===== src/rtl/ocr_pkg.sv =====
package ocr_pkg;
  localparam int ADDR_W    = 16;
  localparam int DATA_W    = 8;
  localparam int NUM_SLOTS = 4;
  localparam int IDX_W     = $clog2(NUM_SLOTS);

  typedef struct packed {
    logic             win_we;
    logic             hi_we;
    logic [IDX_W-1:0] idx;
  } wr_dec_t;
endpackage


===== src/rtl/ocr_decode.sv =====
module ocr_decode
  import ocr_pkg::*;
#(
  parameter logic [3:0] WIN_NIB = 4'h5
) (
  input  logic [ADDR_W-1:0] cpu_addr,
  input  logic              cpu_we,
  output wr_dec_t           dec,
  output logic              win_sel
);
  always_comb begin
    win_sel    = (cpu_addr[ADDR_W-1 -: 4] == WIN_NIB);
    dec.win_we = cpu_we & win_sel;
    dec.hi_we  = cpu_we & cpu_addr[ADDR_W-1];
    dec.idx    = cpu_addr[IDX_W-1:0];
  end
endmodule


===== src/rtl/ocr_slot_file.sv =====
module ocr_slot_file
  import ocr_pkg::*;
#(
  parameter int LOCK_BIT = DATA_W - 1
) (
  input  logic                        clk,
  input  logic                        rst_n,
  input  wr_dec_t                     dec,
  input  logic [DATA_W-1:0]           wdata,
  output logic [NUM_SLOTS*DATA_W-1:0] slots_q,
  output logic                        lock_q
);
  logic accept;
  logic lock_nxt;

  always_comb begin
    accept   = dec.win_we & ~lock_q;
    lock_nxt = lock_q | (accept & wdata[LOCK_BIT]);
  end

  always_ff @(posedge clk or negedge rst_n) begin
    if (!rst_n) lock_q <= 1'b0;
    else        lock_q <= lock_nxt;
  end

  for (genvar i = 0; i < NUM_SLOTS; i++) begin : g_slot
    logic              en;
    logic [DATA_W-1:0] q;
    logic [DATA_W-1:0] d;

    always_comb begin
      en = accept & (dec.idx == IDX_W'(i));
      d  = en ? wdata : q;
    end

    always_ff @(posedge clk or negedge rst_n) begin
      if (!rst_n) q <= '0;
      else        q <= d;
    end

    assign slots_q[i*DATA_W +: DATA_W] = q;
  end

  // the lock never drops on its own
  a_r3_lock_sticky: assert property (@(posedge clk) disable iff (!rst_n)
    lock_q |=> lock_q);
  // locked slots do not move
  a_r3_slots_frozen: assert property (@(posedge clk) disable iff (!rst_n)
    lock_q |=> $stable(slots_q));
  // a locking write raises the flag on its own edge
  a_r2_lock_rises: assert property (@(posedge clk) disable iff (!rst_n)
    (dec.win_we && wdata[LOCK_BIT]) |=> lock_q);
endmodule


===== src/rtl/ocr_mode_shadow.sv =====
module ocr_mode_shadow
  import ocr_pkg::*;
#(
  parameter int MIRROR_BIT = 2
) (
  input  logic              clk,
  input  logic              rst_n,
  input  logic              hi_we,
  input  logic              mode_en,
  input  logic [DATA_W-1:0] wdata,
  input  logic              inner_mirror_vert,
  output logic [DATA_W-1:0] mode_q,
  output logic              mirror_vert
);
  logic              cap;
  logic [DATA_W-1:0] mode_nxt;

  always_comb begin
    cap         = hi_we & mode_en;
    mode_nxt    = cap ? wdata : mode_q;
    mirror_vert = mode_en ? mode_q[MIRROR_BIT] : inner_mirror_vert;
  end

  always_ff @(posedge clk or negedge rst_n) begin
    if (!rst_n) mode_q <= '0;
    else        mode_q <= mode_nxt;
  end

  // captured byte equals the written byte
  a_r5_capture: assert property (@(posedge clk) disable iff (!rst_n)
    (hi_we && mode_en) |=> (mode_q == $past(wdata)));
  // shadow holds without a qualified write
  a_r6_hold: assert property (@(posedge clk) disable iff (!rst_n)
    !(hi_we && mode_en) |=> $stable(mode_q));
endmodule


===== src/rtl/outer_cfg_regs.sv =====
module outer_cfg_regs
  import ocr_pkg::*;
#(
  parameter logic [3:0] WIN_NIB    = 4'h5,
  parameter int         MODE_BIT   = 2,
  parameter int         MIRROR_BIT = 2
) (
  input  logic                        clk,
  input  logic                        rst_n,
  input  logic [ADDR_W-1:0]           cpu_addr,
  input  logic [DATA_W-1:0]           cpu_wdata,
  input  logic                        cpu_we,
  input  logic                        inner_mirror_vert,
  output logic [NUM_SLOTS*DATA_W-1:0] slots_q,
  output logic [DATA_W-1:0]           mode_q,
  output logic                        lock_q,
  output logic                        mirror_vert,
  output logic [DATA_W-1:0]           cfg_rd_data
);
  logic [1:0] rst_sync;
  logic       rst_n_i;
  wr_dec_t    dec;
  logic       win_sel;
  logic       mode_en;

  always_ff @(posedge clk or negedge rst_n) begin
    if (!rst_n) rst_sync <= 2'b00;
    else        rst_sync <= {rst_sync[0], 1'b1};
  end
  assign rst_n_i = rst_sync[1];

  ocr_decode #(.WIN_NIB(WIN_NIB)) u_dec (
    .cpu_addr (cpu_addr),
    .cpu_we   (cpu_we),
    .dec      (dec),
    .win_sel  (win_sel)
  );

  ocr_slot_file u_slots (
    .clk     (clk),
    .rst_n   (rst_n_i),
    .dec     (dec),
    .wdata   (cpu_wdata),
    .slots_q (slots_q),
    .lock_q  (lock_q)
  );

  assign mode_en = slots_q[MODE_BIT];

  ocr_mode_shadow #(.MIRROR_BIT(MIRROR_BIT)) u_shadow (
    .clk               (clk),
    .rst_n             (rst_n_i),
    .hi_we             (dec.hi_we),
    .mode_en           (mode_en),
    .wdata             (cpu_wdata),
    .inner_mirror_vert (inner_mirror_vert),
    .mode_q            (mode_q),
    .mirror_vert       (mirror_vert)
  );

  // the window reads back as zero
  assign cfg_rd_data = win_sel ? '0 : '0;

  // a write outside both windows leaves all state alone
  a_r10_outside: assert property (@(posedge clk) disable iff (!rst_n_i)
    (cpu_we && !win_sel && !cpu_addr[ADDR_W-1]) |=>
      ($stable(slots_q) && $stable(mode_q) && $stable(lock_q)));
endmodule


===== config.mk =====
export PLATFORM = sky130hd
export DESIGN_NAME = outer_cfg_regs
export DESIGN_NICKNAME = d
export VERILOG_FILES = /design/src/rtl/ocr_pkg.sv /design/src/rtl/ocr_decode.sv /design/src/rtl/ocr_slot_file.sv /design/src/rtl/ocr_mode_shadow.sv /design/src/rtl/outer_cfg_regs.sv
export SDC_FILE = /design/constraint.sdc
export NUM_CORES = 1
export LEC_CHECK = 0
export BUFFER_PORTS_ARGS = -buffer_cell sky130_fd_sc_hd__buf_2
export CORE_UTILIZATION = 42
export DETAILED_ROUTE_END_ITERATION = 16
export PLACE_DENSITY = 0.73
export SLEW_MARGIN = 5
export SYNTH_ARGS = -nofsm -noshare
export SYNTH_HDL_FRONTEND = slang
export SYNTH_SLANG_ARGS = --single-unit
export TNS_END_PERCENT = 100

===== constraint.sdc =====
create_clock -name clk -period 1.2 [get_ports clk]
set_input_delay 0.18 -clock clk [delete_from_list [all_inputs] [get_ports clk]]
set_output_delay 0.18 -clock clk [all_outputs]
set_load 0.05 [all_outputs]

==> flow_summary_export.csv, run 1 <==
group,metric,value,unit
placement,io_buffers,59,
final_layout,drive_gt1_frac,0.7049,
power,leakagePower,0.001311,uW
worst_setup_path,cp_max_fo,4,
sta,slew_viol_final,0,
global_route,grt_pass1_wl,5982,um
detailed_routing,dr.pass1.iters,4,
detailed_routing,vias_per_cell,5.021,
detailed_routing,finalWirelength,3836,um
final_layout,final_common_cell,"buf_2",
yosys,yosys_warnings,0,
final_layout,fill_cells,330,
yosys,yosysSeqAreaShare,0.5968,
worst_setup_path,slowest_stage,"dfrtp_2",
global_route,track_usage,0.1925,
clock_network,clk_pin_slew,0.08,ns
yosys,synth_top_area_cell,"dfrtp_1",
clock_network,cts_tree,"done",
sta,setup_viol,33,
sta,final.setup.tns,-7.394,ns
hold_path,hold_path_class,"reg2async",
global_route,antenna_found_initial,0,
sta,max_freq,678.6,MHz
detailed_routing,drt_iter0_drc,34,
clock_network,cts_buffers,5,
placement,dp_hpwl,2694,um
sta,timing.final.crit_share,1.228,
detailed_routing,vias,1170,
yosys,synthDistinctLibCells,16,
final_layout,mostFrequentLayoutCells,"buf_2 (56), dfrtp_1 (40), mux2_4 (22)",
run_status,violations,"setup timing",
worst_setup_path,critical_path_buf_inv_count,1,
detailed_routing,wire_per_inst,16.46,um
global_route,grt_pass1_vias,1206,
run_status,outcome,"finished, violations left",
sta,hold_viol_final,0,
clock_network,clock_latency,0.29,ns
clock_network,clock_path_buffers,2,
global_route,gr-total-overflow,0,
sta,rsz0062_at_grt,"true",
floorplanning,fp.dieH,67.52,um
floorplanning,row_count,23,
floorplanning,start_util,0.4443,
sta,fin_ws,-0.2735,ns
floorplanning,die_w,67.52,um
yosys,synth_top_area_share,0.5968,
clock_network,cts_sinks,43,
power,p_total,4711,uW
final_layout,diodes,0,
worst_setup_path,crit_required,1.38,ns
floorplanning,io_pins,78,
yosys,ys_ff_latch,43,
clock_network,root_buffer,"clkbuf_8",
final_layout,syn_to_final_growth,33.03,%
worst_setup_path,cp-start-kind,"flop",
worst_setup_path,crit_chain,"and2b_4 > and4b_1 > buf_6 > mux2_4",
yosys,synth_cells,106,
final_layout,layout.nets,210,
worst_setup_path,cpPeakStageDelay,0.40,ns
power,ir_drop,0.001262,V
sta,fin_skew,0.005747,ns
detailed_routing,ant_nets,0,
global_route,grt_start_max_net_pins,27,
worst_setup_path,end_kind,"flop",
yosys,avgSynthCellArea,17.01,sq um
placement,gp_congestion,0.8059,
power,powerDensity,1964,nW/um^2
floorplanning,die-area,4559,sq um
yosys,ys_top_cells_by_area,"dfrtp_1 (60%), mux2_2 (16%), mux2_4 (13%)",
worst_setup_path,critPathKind,"reg2reg",
worst_setup_path,cp.arrival,1.66,ns
yosys,synthesis.area,1803,sq um
clock_network,ctsHtreeMaxLevel,2,
flow_run,maxCapViolCount,0,
detailed_routing,drc,0,
sta,period_needed,1.474,ns
floorplanning,coreArea,4058,sq um
worst_setup_path,path_delay_family,"simple AND/OR/NAND/NOR gates",
-- per-stage QoR --
stage,cells,utilization,instance area (sq um),hold slack (ns),setup slack (ns)
finish,233,0.5911,2399,0.1741,-0.2735
global route,233,0.5911,2399,0.1790,-0.3064
floorplan,113,-,1833,-0.1156,-0.3832
detailed placement,223,0.5409,2195,-0.03157,-0.2712
CTS,233,0.5763,2338,0.1701,-0.2590
global placement,223,0.5409,2195,-0.03364,-0.2396
-- state kept, by name (all words and copies together) (netlist names) --
register and count:
rst_sync 2, u_shadow.mode_q 8, u_slots.g_slot.q 32, u_slots.lock_q 1
-- per-layer routing --
metal  track usage  up-vias  share of wire
li1              -      509              -
met1        0.2117      602           0.39
met2        0.3366       49           0.52
met3       0.05743       10          0.059
met4       0.09043        0          0.025
met5             0        -              0
-- power breakdown --
group | switching [uW] | leakage (uW) | internal (uW)
combinational | 1220 | 0.000699 | 544
clock | 467 | 0.0000524 | 623
sequential | 153 | 0.000560 | 1700
-- cells by family (layout without fill, tap and decap cells) --
group,Yosys count,in the layout,share of synthesized area
AO/OA/AOI/OAI,1,1,0.004859
multiplexers,41,41,0.2894
buffers and inverters,11,81,0.05482
AND/OR/NAND/NOR,8,8,0.04996
other,2,9,0.004165
flip-flops,43,43,0.5968
-- path summary, 6_finish.rpt --
path                                          start                                  to  slack (ns)  cells after the start
min                           rst_sync[1]$_DFF_PN0_      u_shadow.mode_q[6]$_DFFE_PN0P_        0.17                      0
min reg2reg                   rst_sync[1]$_DFF_PN0_      u_shadow.mode_q[6]$_DFFE_PN0P_        0.17                      0
max                        u_slots.lock_q$_DFF_PN0_  u_slots.g_slot[2].q[2]$_DFFE_PN0P_       -0.27                      4
min in group clk                       cpu_wdata[3]  u_slots.g_slot[2].q[3]$_DFFE_PN0P_        0.18                      2
max reg2reg                u_slots.lock_q$_DFF_PN0_  u_slots.g_slot[2].q[2]$_DFFE_PN0P_       -0.27                      4
max in group asynchronous     rst_sync[1]$_DFF_PN0_            u_slots.lock_q$_DFF_PN0_        0.56                      1
-- synth_stat cells --
cell type / n
buf_4: 9
nand3_2: 1
buf_6: 1
nand4b_4: 1
mux2_2: 25
conb_1: 2
and4bb_4: 1
and2b_4: 1
a31o_2: 1
dfrtp_1: 43
nand3_1: 1
buf_12: 1
mux2_4: 16
and4_4: 1
nor2_1: 1
and4b_1: 1
-- area by class of cell --
cell class              count  area [sq um]  share of cell area
clock buffers               7         76.32             0.03182
clock inverters             1         30.03             0.01252
multi-input cells          59         689.4              0.2874
flip-flops and latches     43          1080              0.4502
well taps                  50         62.56             0.02608
repair buffers             73         460.4              0.1920
-- repair_timing --
action                                 4_1_cts  5_1_grt
setup endpoints to repair                   34       43
pin swaps                                    0        2
hold buffers                                 1        0
endpoints found under the hold margin        2        0
resized for setup                            6       15
setup buffers                                1        1
Power figures use the tool's default switching activity.
==> run 2, diff against run 1 <==
--- a/config.mk
+++ b/config.mk
@@ -6,9 +6,11 @@
 export NUM_CORES = 1
 export LEC_CHECK = 0
 export BUFFER_PORTS_ARGS = -buffer_cell sky130_fd_sc_hd__buf_2
-export CORE_UTILIZATION = 42
+export CELL_PAD_IN_SITES_DETAIL_PLACEMENT = 1
+export CELL_PAD_IN_SITES_GLOBAL_PLACEMENT = 1
+export CORE_UTILIZATION = 33
 export DETAILED_ROUTE_END_ITERATION = 16
-export PLACE_DENSITY = 0.73
+export PLACE_DENSITY = 0.72
 export SLEW_MARGIN = 5
 export SYNTH_ARGS = -nofsm -noshare
 export SYNTH_HDL_FRONTEND = slang
==> flow_summary_export.csv, run 2 (synthesis gave the netlist of run 1 again) <==
group,metric,value,unit
sta,holdWs,0.1840,ns
final_layout,final_area,2421,sq um
clock_network,cts_tree,"done",
clock_network,root_buffer,"clkbuf_8",
floorplanning,row_count,26,
power,leakagePower,0.001316,uW
floorplanning,fp.dieH,75.92,um
clock_network,cts_sinks,43,
final_layout,drive_gt1_frac,0.7088,
floorplanning,start_util,0.3486,
placement,io_buffers,59,
sta,fin_skew,0.003977,ns
sta,rsz0062_at_grt,"true",
run_status,outcome,"finished, violations left",
global_route,grt_start_max_net_pins,42,
global_route,grt_pass1_wl,6479,um
worst_setup_path,critPathKind,"reg2reg",
placement,dp_cells,242,
sta,hold_viol_final,0,
detailed_routing,vias_per_cell,4.488,
power,powerDensity,1907,nW/um^2
detailed_routing,ant_nets,0,
sta,fin_ws,-0.3097,ns
floorplanning,io_pins,78,
worst_setup_path,cp.arrival,1.69,ns
final_layout,fill_cells,538,
placement,gp_congestion,0.7045,
global_route,grt_pass1_vias,1196,
flow_run,maxCapViolCount,0,
clock_network,cts_buffers,5,
power,ir_drop,0.0008148,V
floorplanning,die_w,75.92,um
clock_network,clk_pin_slew,0.08,ns
worst_setup_path,cp_max_fo,4,
final_layout,syn_to_final_growth,34.28,%
detailed_routing,dr.pass1.iters,4,
final_layout,instances_no_fill,252,
worst_setup_path,end_kind,"flop",
sta,period_needed,1.510,ns
worst_setup_path,cp-start-kind,"flop",
final_layout,layout.nets,209,
final_layout,largest_reg_flops,32,
final_layout,regMostFlops,"u_slots.g_slot.q",
final_layout,largest_registers,"u_slots.g_slot.q: 32 flops, u_shadow.mode_q: 8 flops, rst_sync: 2 flops",
detailed_routing,vias,1131,
hold_path,hold_path_class,"in2reg",
clock_network,ctsHtreeMaxLevel,2,
final_layout,mostFrequentLayoutCells,"buf_2 (56), dfrtp_1 (40), mux2_4 (25)",
placement,place_area,2212,sq um
placement,dp_hpwl,2935,um
floorplanning,die-area,5763,sq um
clock_network,clock_latency,0.29,ns
global_route,track_usage,0.1494,
sta,slew_viol_final,0,
final_layout,diodes,0,
detailed_routing,drt_iter0_drc,31,
sta,setup_viol,33,
detailed_routing,drc,0,
global_route,gr-total-overflow,0,
detailed_routing,finalWirelength,4051,um
final_layout,final_common_cell,"buf_2",
worst_setup_path,crit_required,1.38,ns
clock_network,clock_path_buffers,2,
final_layout,utilization,0.4681,
placement,pre_cts_slack,-0.2970,ns
floorplanning,coreArea,5172,sq um
sta,timing.final.crit_share,1.258,
sta,max_freq,662.4,MHz
detailed_routing,wire_per_inst,16.08,um
run_status,violations,"setup timing",
global_route,antenna_found_initial,0,
==> run 2: final timing paths <==
| path | to | slack, ns | from | cells after the start |
|---|---|---|---|---|
| hold / removal | u_slots.g_slot[3].q[2]$_DFFE_PN0P_ | 0.18 | cpu_wdata[2] | 2 |
| hold reg to reg | u_slots.g_slot[0].q[6]$_DFFE_PN0P_ | 0.24 | rst_sync[1]$_DFF_PN0_ | 1 |
| setup / recovery | u_slots.g_slot[2].q[0]$_DFFE_PN0P_ | -0.31 | u_slots.lock_q$_DFF_PN0_ | 4 |
| setup reg to reg | u_slots.g_slot[2].q[0]$_DFFE_PN0P_ | -0.31 | u_slots.lock_q$_DFF_PN0_ | 4 |
| max in group asynchronous | u_shadow.mode_q[2]$_DFFE_PN0P_ | 0.76 | rst_sync[1]$_DFF_PN0_ | 1 |
| min in group asynchronous | rst_sync[0]$_DFF_PN0_ | 0.20 | rst_n | 2 |
==> run 2: final cells by class <==
cell class	instances	area, sq um	area share
clock buffers	8	100.1	0.04134
multi-input cells	59	700.7	0.2894
repair buffers	72	452.9	0.1871
well taps	70	87.58	0.03618
flip-flops and latches	43	1080	0.4460
==> run 2: routing by layer <==
metal | GRT usage | up-vias | part of all wire
met5 | 0 | - | 0
met4 | 0.04615 | 0 | 0.0077
met3 | 0.03855 | 4 | 0.043
met2 | 0.2700 | 41 | 0.54
met1 | 0.1724 | 582 | 0.41
li1 | - | 504 | -
==> run 2: repair_timing <==
| item | in CTS | in global routing |
|---|---|---|
| hold endpoints to repair | 2 | 0 |
| setup buffers | 1 | 0 |
| pin swaps | 1 | 1 |
| endpoints found under the setup margin | 36 | 42 |
| resized for setup | 11 | 13 |
| hold buffers | 1 | 0 |
==> run 2: power breakdown <==
part	switching [uW]	internal, uW	total (uW)
combinational	1230	555	1780
sequential	147	1700	1850
clock	462	525	987
==> run 2: worst max-delay path, cell delays in order, from the launching register on <==
cell     delay [ns]
dfrtp_2        0.40
and2b_4        0.28
and4b_1        0.26
buf_6          0.15
mux2_4         0.29
==> run 2: through the flow <==
stage | total power, uW | TNS (ns)
after floorplan | 3136 | -9.009
after global placement | 3498 | -7.546
after detailed placement | 3539 | -8.560
after CTS | 4600 | -8.320
after global routing | 4815 | -9.281
final | 4618 | -7.857
==> run 3, diff against run 2 <==
--- a/config.mk
+++ b/config.mk
@@ -8,6 +8,7 @@
 export BUFFER_PORTS_ARGS = -buffer_cell sky130_fd_sc_hd__buf_2
 export CELL_PAD_IN_SITES_DETAIL_PLACEMENT = 1
 export CELL_PAD_IN_SITES_GLOBAL_PLACEMENT = 1
+export CORE_ASPECT_RATIO = 1.2
 export CORE_UTILIZATION = 33
 export DETAILED_ROUTE_END_ITERATION = 16
 export PLACE_DENSITY = 0.72
==> flow_summary_export.csv, run 3 (synthesis gave the netlist of run 1 again) <==
group,metric,value,unit
global_route,gr-total-overflow,0,
worst_setup_path,rrSetupSlack,-0.30,ns
sta,max_freq,666.8,MHz
run_status,violations,"setup timing",
worst_setup_path,timing.rr.end,"u_slots.g_slot[2].q[3]$_DFFE_PN0P_",
detailed_routing,drc,0,
worst_setup_path,cpPeakStageDelay,0.41,ns
sta,setup_viol,33,
placement,place_area,2195,sq um
clock_network,clock_latency,0.30,ns
sta,slew_viol_final,0,
final_layout,drive_gt1_frac,0.7213,
final_layout,final_common_cell,"buf_2",
clock_network,cts_buffers,5,
final_layout,largest_reg_flops,32,
floorplanning,coreArea,5261,sq um
detailed_routing,ant_nets,0,
worst_setup_path,timing.rr.start,"u_slots.lock_q$_DFF_PN0_",
placement,io_buffers,59,
detailed_routing,dr.pass1.iters,2,
clock_network,clk_pin_slew,0.08,ns
final_layout,mostFrequentLayoutCells,"buf_2 (56), dfrtp_1 (40), mux2_4 (24)",
placement,gp_congestion,0.7485,
sta,rsz0062_at_grt,"true",
final_layout,utilization,0.4621,
worst_setup_path,cp_max_fo,4,
floorplanning,fp.dieH,82.97,um
power,leakagePower,0.001319,uW
hold_path,hold_path_class,"reg2async",
worst_setup_path,crit_required,1.38,ns
final_layout,instances_no_fill,245,
power,powerDensity,1919,nW/um^2
clock_network,root_buffer,"clkbuf_8",
clock_network,ctsHtreeMaxLevel,2,
clock_network,clock_path_buffers,2,
floorplanning,start_util,0.3427,
final_layout,regMostFlops,"u_slots.g_slot.q",
sta,timing.final.crit_share,1.250,
global_route,track_usage,0.1646,
global_route,grt_start_max_net_pins,39,
worst_setup_path,worstSetupEndpoint,"u_slots.g_slot[2].q[3]$_DFFE_PN0P_",
power,pwr-share-comb,0.387,
final_layout,final_area,2431,sq um
final_layout,syn_to_final_growth,34.84,%
floorplanning,io_pins,78,
worst_setup_path,crit_chain,"and2b_4 > and4b_2 > buf_6 > mux2_4",
power,switching_share,0.4033,
power,p_int,2784,uW
power,clkPwrFrac,0.216,
run_status,outcome,"finished, violations left",
worst_setup_path,end_kind,"flop",
clock_network,cts_sinks,43,
worst_setup_path,cp.arrival,1.68,ns
sta,final.setup.tns,-7.664,ns
floorplanning,row_count,29,
sta,fin_ws,-0.2998,ns
detailed_routing,vias,1124,
global_route,grt_pass1_vias,1265,
placement,dp_cells,233,
detailed_routing,vias_per_cell,4.588,
power,seqPwrFrac,0.397,
detailed_routing,drt_iter0_drc,29,
power,ir_drop,0.001014,V
worst_setup_path,startpoint,"u_slots.lock_q$_DFF_PN0_",
floorplanning,die_w,69.48,um
worst_setup_path,ff2ff_path_depth,4,
sta,hold_viol_final,0,
worst_setup_path,cp-start-kind,"flop",
global_route,antenna_found_initial,0,
floorplanning,die-area,5764,sq um
sta,period_needed,1.500,ns
worst_setup_path,critPathKind,"reg2reg",
final_layout,diodes,0,
flow_run,maxCapViolCount,0,
placement,dp_hpwl,3174,um
final_layout,largest_registers,"u_slots.g_slot.q: 32 flops, u_shadow.mode_q: 8 flops, rst_sync: 2 flops",
global_route,grt_pass1_wl,7072,um
detailed_routing,wire_per_inst,18.17,um
sta,fin_skew,0.005244,ns
clock_network,cts_tree,"done",
power,power_switching,1882,uW
detailed_routing,finalWirelength,4452,um
worst_setup_path,slowest_stage,"dfrtp_2",
final_layout,layout.nets,210,
## run 3: worst min-delay path by stage
stage	startpoint	to	depth (start not counted)
after global routing	rst_sync[1]$_DFF_PN0_	u_slots.g_slot[0].q[4]$_DFFE_PN0P_	0
after global placement	rst_n	rst_sync[0]$_DFF_PN0_	1
after detailed placement	rst_n	rst_sync[0]$_DFF_PN0_	1
final	rst_sync[1]$_DFF_PN0_	u_slots.g_slot[1].q[4]$_DFFE_PN0P_	0
after floorplan	rst_n	rst_sync[0]$_DFF_PN0_	0
after CTS	rst_sync[1]$_DFF_PN0_	u_slots.g_slot[0].q[4]$_DFFE_PN0P_	0
## run 3: routing by layer
| layer | track usage | vias to the layer above | wire [um] |
|---|---|---|---|
| met3 | 0.04612 | 4 | 189 |
| met5 | 0 | - | 0 |
| met1 | 0.1859 | 568 | 1710 |
| met4 | 0.06122 | 0 | 34 |
| met2 | 0.2921 | 42 | 2517 |
| li1 | - | 510 | - |
## run 3: what timing repair did
action / in CTS / in global routing
setup buffers: 3 / 3
endpoints found under the setup margin: 34 / 43
endpoints found under the hold margin: 2 / 0
pin swaps: 2 / 1
gates cloned: 0 / 0
gates resized for setup: 19 / 8
hold buffers: 1 / 0
## run 3: worst max-delay path, delay by kind of cell, from the launching register on
family                 cells  cell delay (ns)
muxes                      1             0.30
DFF                        1             0.41
and+or+nand+nor            2             0.53
buffers and inverters      1             0.14
## run 3: through the flow
stage / total power [uW] / setup slack (ns) / hold slack (ns)
after floorplan: 3136 / -0.3832 / -0.1156
after global placement: 3500 / -0.2930 / -0.03301
after detailed placement: 3562 / -0.3244 / -0.03064
after CTS: 4703 / -0.2989 / 0.08130
after global routing: 4861 / -0.3279 / 0.08703
final: 4666 / -0.2998 / 0.07799
## run 3: power by group through the flow
stage	Combinational (uW)	Sequential [uW]	Clock [uW]
final	1810	1850	1010
after global routing	1880	1880	1100
after CTS	1790	1860	1060
after detailed placement	1680	1880	0
after global placement	1640	1850	0
after floorplan	408	2730	0
## run 3: final cells by class
class                      instances  area (sq um)
timing repair buffer              73         464.2
clock buffer                       7         96.34
clock inverter                     1         7.507
sequential                        43          1080
tap                               62         77.57
multi-input combinational         59         705.7
fill                             552          2830
